===== src/rtl/ir_pd_decoder.sv =====
module ir_pd_decoder #(
  parameter int LEN_W      = 12,
  parameter int LEAD_M_MIN = 80,
  parameter int LEAD_S_MIN = 40,
  parameter int MARK_MAX   = 26,
  parameter int SPACE_MID  = 26,
  parameter int SPACE_MAX  = 53,
  parameter int ACT_T      = 0,
  parameter bit ACT_SCALE  = 1'b1
) (
  input  logic        clk,
  input  logic        rst,
  input  logic [7:0]  in_data,
  input  logic        in_valid,
  output logic        in_ready,
  input  logic        frame_end,
  output logic [31:0] out_code,
  output logic        out_valid,
  output logic        out_err
);
  localparam int CODE_W   = 32;
  localparam int CNT_W    = $clog2(CODE_W + 1);
  localparam int INIT_LEN = ((ACT_T + 1) * (ACT_SCALE ? 128 : 1)) >> 1;
  localparam logic [LEN_W-1:0] LEN_INIT = LEN_W'(INIT_LEN);
  localparam logic [LEN_W-1:0] LEN_MAX  = '1;

  typedef enum logic [2:0] {S_LMARK, S_LSPACE, S_BMARK, S_BSPACE, S_DONE, S_ERR} st_t;

  st_t               st;
  logic [LEN_W-1:0]  len;
  logic [CNT_W-1:0]  cnt;
  logic [CODE_W-1:0] acc;

  logic             is_mark;
  logic [LEN_W-1:0] dur;
  logic [LEN_W:0]   sum_raw;
  logic [LEN_W-1:0] sum;
  logic             take;
  logic             cmd_ok;

  assign in_ready = !frame_end;
  assign take     = in_valid && !frame_end;
  assign is_mark  = in_data[7];
  assign dur      = LEN_W'(in_data[6:0]);
  assign sum_raw  = {1'b0, len} + {1'b0, dur};
  assign sum      = sum_raw[LEN_W] ? LEN_MAX : sum_raw[LEN_W-1:0];
  assign cmd_ok   = acc[23:16] == ~acc[31:24];

  always_ff @(posedge clk) begin
    if (rst) begin
      st        <= S_LMARK;
      len       <= LEN_INIT;
      cnt       <= '0;
      acc       <= '0;
      out_code  <= '0;
      out_valid <= 1'b0;
      out_err   <= 1'b0;
    end else begin
      out_valid <= 1'b0;
      out_err   <= 1'b0;
      if (frame_end) begin
        if (st == S_DONE) begin
          out_code  <= acc;
          out_valid <= cmd_ok;
          out_err   <= !cmd_ok;
        end else begin
          out_code <= '1;
          out_err  <= 1'b1;
        end
        st  <= S_LMARK;
        len <= LEN_INIT;
        cnt <= '0;
        acc <= '0;
      end else if (take) begin
        case (st)
          S_LMARK:
            if (is_mark) len <= sum;
            else if (len > LEN_W'(LEAD_M_MIN)) begin
              st  <= S_LSPACE;
              len <= dur;
            end else len <= '0;
          S_LSPACE:
            if (!is_mark) len <= sum;
            else if (len > LEN_W'(LEAD_S_MIN)) begin
              st  <= S_BMARK;
              len <= dur;
            end else st <= S_ERR;
          S_BMARK:
            if (is_mark) len <= sum;
            else if (len > LEN_W'(MARK_MAX)) st <= S_ERR;
            else begin
              st  <= S_BSPACE;
              len <= dur;
            end
          S_BSPACE:
            if (!is_mark) len <= sum;
            else if (len > LEN_W'(SPACE_MAX)) st <= S_ERR;
            else begin
              acc[cnt[4:0]] <= len > LEN_W'(SPACE_MID);
              cnt           <= cnt + 1'b1;
              st            <= (cnt == CNT_W'(CODE_W - 1)) ? S_DONE : S_BMARK;
              len           <= dur;
            end
          default: ;
        endcase
      end
    end
  end

  assert_flags_exclusive_R9: assert property (@(posedge clk) disable iff (rst)
    !(out_valid && out_err));

  assert_flag_follows_end_R9: assert property (@(posedge clk) disable iff (rst)
    (out_valid || out_err) |-> $past(frame_end));

  assert_cmd_pair_R8: assert property (@(posedge clk) disable iff (rst)
    out_valid |-> (out_code[23:16] == ~out_code[31:24]));

  assert_bit_limit_R6: assert property (@(posedge clk) disable iff (rst)
    cnt <= CNT_W'(CODE_W));

  assert_err_all_ones_R7: assert property (@(posedge clk) disable iff (rst)
    (out_err && $past(st) != S_DONE) |-> (out_code == '1));

endmodule


===== config.mk =====
export PLATFORM = sky130hd
export DESIGN_NAME = ir_pd_decoder
export DESIGN_NICKNAME = d
export VERILOG_FILES = /design/src/rtl/ir_pd_decoder.sv
export SDC_FILE = /design/constraint.sdc
export NUM_CORES = 1
export LEC_CHECK = 0
export ABC_AREA = 0
export BUFFER_PORTS_ARGS = -buffer_cell sky130_fd_sc_hd__buf_2
export CORE_MARGIN = 3
export CORE_UTILIZATION = 55
export CTS_BUF_LIST = sky130_fd_sc_hd__clkbuf_4
export CTS_CLUSTER_SIZE = 16
export DETAILED_ROUTE_END_ITERATION = 16
export GPL_ROUTABILITY_DRIVEN = 1
export HOLD_SLACK_MARGIN = 0.05
export PLACE_DENSITY = 0.74
export SLEW_MARGIN = 20
export SYNTH_ARGS = -nofsm -noshare
export SYNTH_HDL_FRONTEND = slang
export SYNTH_SLANG_ARGS = --single-unit

===== constraint.sdc =====
create_clock -name clk -period 2.7 [get_ports clk]
set_input_delay 0.135 -clock clk [delete_from_list [all_inputs] [get_ports clk]]
set_output_delay 0.135 -clock clk [all_outputs]
set_load 0.05 [all_outputs]

==> qor.yml <==
pwr:
  p_total_uw: 2440
  power_frac_comb: 0.137
  pwr-share-clk: 0.313
  p_per_area_nw_per_um2: 512
  p_sw_frac: 0.302
  power_frac_seq: 0.549
  leakagePower_uw: 0.00188
  ir_worst_vdd_v: 0.000297
  p_int_uw: 1700
  p_sw_uw: 737
global_route:
  grt_usage: 0.239
  grt.overflow.total: 0
  grt_pass1_vias: 3451
  grt_first_pass_wirelength_um: 17000
  grt_max_degree: 63
  antenna_found_initial: 0
timing:
  slew_headroom: 0.382
  tns_ns: 0
  max_freq_mhz: 394
  fin_crit_sh: 0.939
  finalSetupViolCount: 0
  tightest_slew_ns: 0.927
  min_period_ns: 2.54
  hold_viol: 0
  grt_setup_unrepaired: "false"
  slew_viol_final: 0
  clock_skew_ns: 0.0169
  whs_ns: 0.133
final_layout:
  fillerInstances: 666
  final_cell_mix: "nor2_1 (96), dfxtp_1 (87), a211oi_1 (55)"
  drive_gt1_frac: 0.138
  final_common_cell: "nor2_1"
  nets: 584
  area_growth_pct: 8.46
  n_antenna_cell: 0
  fin_cells: 664
  utilization: 0.637
status:
  outcome: "finished clean"
hold_path:
  hold_depth: 5
  hp-class: "in2reg"
  min_from: "in_data[5]"
  hold_end: "len[5]$_SDFFE_PP0P_"
critical_path:
  path_max_fanout: 5
  crit_slowest_cell: "fa_1"
  critPathTopFamily: "compound AO/OA/AOI/OAI gates"
  reg2reg_to: "len[0]$_SDFFE_PP0P_"
  crit_path_start_kind: "flop"
  crit_type: "reg2reg"
  worstPathRequired_ns: 3.00
  path_buf_inv: 0
  crit_arrival_ns: 2.83
  max_stage_delay_ns: 0.43
  reg2reg_slack_ns: 0.16
  end_kind: "flop"
  critical_path.cell_chain: "ha_1 > fa_1 > a211oi_2 > nor4_1 > or2_2 > o21a_1 > o311ai_0 > a21oi_1"
  ff2ff_path_depth: 8
  reg2reg_from: "len[0]$_SDFFE_PP0P_"
placement:
  port_buffers: 46
  place_congestion: 1.01
  dpl.cell_count: 645
  dp_hpwl_um: 7260
logic_synthesis:
  ys_seq_area_frac: 0.396
  ys_warn_count: 0
  netlist_area_sq_um: 4390
  syn-mean-instance-area_sq_um: 8.21
  synth_ff_type: "dfxtp_1"
  ys_types: 54
  synth_seq_cells: 87
  syn-num-nets: 559
  synth-edff-count: 0
  syn_inst: 535
  async_reset_ff_frac: 0
floorplan:
  num_rows: 31
  core_sq_um: 7490
  dieArea_sq_um: 9100
  die_h_um: 95.4
  initial_core_util: 0.587
  ioPinCount: 47
  die_x_um: 95.4
routing:
  vias: 3930
  drtPass1Iterations: 5
  drt-total-wl_um: 10400
  ant_nets: 0
  drc: 0
  vias_per_cell: 5.92
  wire_per_inst_um: 15.6
  drt_iter0_drc: 315
cts:
  cts_resized: 0
  clk_latency_ns: 0.45
  htree_levels: 3
  clk_path_buf_depth: 2
  cts_buffers: 9
  cts_tree: "built"
  cts.sink_count: 87
  cts-root-buf: "clkbuf_4"
  path_clk_slew_ns: 0.13
flow_run:
  drv_cap: 0
power groups by stage:
stage          Sequential [uW]  Combinational, uW  Clock (uW)
6_report                  1340                335         765
2_1_floorplan             1490                137           0
3_5_place_dp              1370                332           0
3_3_place_gp              1370                330           0
5_1_grt                   1350                361         843
4_1_cts                   1340                336         783
registers in the layout, summed over array words and instances, names as in the netlist:
signal,flops
st,3
acc,32
out_err,1
out_valid,1
cnt,6
out_code,32
len,12
metrics by stage:
| step | setup WS [ns] | instance area [sq um] |
|---|---|---|
| after CTS | 0.189 | 4770 |
| after global placement | 0.271 | 4590 |
| after floorplan | 0.329 | 4390 |
| after detailed placement | 0.231 | 4590 |
| after global routing | 0.0490 | 4770 |
| final | 0.164 | 4770 |
repair_timing:
item,in CTS,in global routing
hold endpoints to repair,7,0
buffers inserted,0,0
hold buffers,3,0
synth_stat cells, types with 5 or more instances:
master / n / area (sq um)
nor4_1: 5 / 31.3
nor3_1: 12 / 60.1
nand2_1: 28 / 105
nor3b_1: 5 / 37.5
ha_1: 11 / 138
buf_2: 6 / 30.0
nor2_1: 96 / 360
xnor2_1: 11 / 96.3
xor2_1: 8 / 70.1
a311oi_1: 10 / 87.6
a211oi_1: 55 / 413
clkbuf_1: 26 / 97.6
a21oi_1: 46 / 230
o21ai_0: 19 / 95.1
buf_6: 5 / 56.3
dfxtp_1: 87 / 1740
inv_1: 14 / 52.6
nand3_1: 14 / 70.1
and3_1: 11 / 68.8
kinds of logic (layout without fill, tap and decap cells):
family | after synthesis | count (layout) | synth area share
adders and majority gates | 12 | 12 | 0.0359
DFF | 87 | 87 | 0.396
and+or+nand+nor | 191 | 191 | 0.203
muxes | 2 | 2 | 0.00484
AOI/OAI and AO/OA | 167 | 167 | 0.260
buffers and inverters | 57 | 87 | 0.0618
xor gates and xnor gates | 19 | 19 | 0.0379
tightest hold or removal path, delay by kind of cell:
kind / cells / cell delay (ns)
buf+inv: 1 / 0.11
compound gates: 1 / 0.09
simple gates: 3 / 0.21
per-layer routing:
metal | global-route usage | vias to the layer above | wire, um
met4 | 0.0557 | 0 | 104
met2 | 0.346 | 125 | 4530
met3 | 0.0671 | 12 | 685
li1 | - | 1991 | -
met5 | 0 | - | 0
met1 | 0.353 | 1802 | 5050
layout make-up:
class                           count  area (sq um)  share of cell area
Multi-Input combinational cell    391          2380               0.500
Inverter                           14          52.6              0.0110
Timing Repair Buffer               57           320              0.0672
Clock buffer                        9          67.6              0.0142
Tap cell                           99           124              0.0260
Clock inverter                      7          78.8              0.0165
Sequential cell                    87          1740               0.365
worst max path at each step:
stage	from	end	slack, ns	depth (start not counted)
6_report	len[0]$_SDFFE_PP0P_	len[0]$_SDFFE_PP0P_	0.16	8
5_1_grt	len[0]$_SDFFE_PP0P_	len[0]$_SDFFE_PP0P_	0.05	8
4_1_cts	len[0]$_SDFFE_PP0P_	len[0]$_SDFFE_PP0P_	0.19	8
3_5_place_dp	len[0]$_SDFFE_PP0P_	len[0]$_SDFFE_PP0P_	0.23	8
3_3_place_gp	len[0]$_SDFFE_PP0P_	len[0]$_SDFFE_PP0P_	0.27	8
2_1_floorplan	len[0]$_SDFFE_PP0P_	len[0]$_SDFFE_PP0P_	0.33	8
Note: power is estimated with default switching activity, not from simulation.
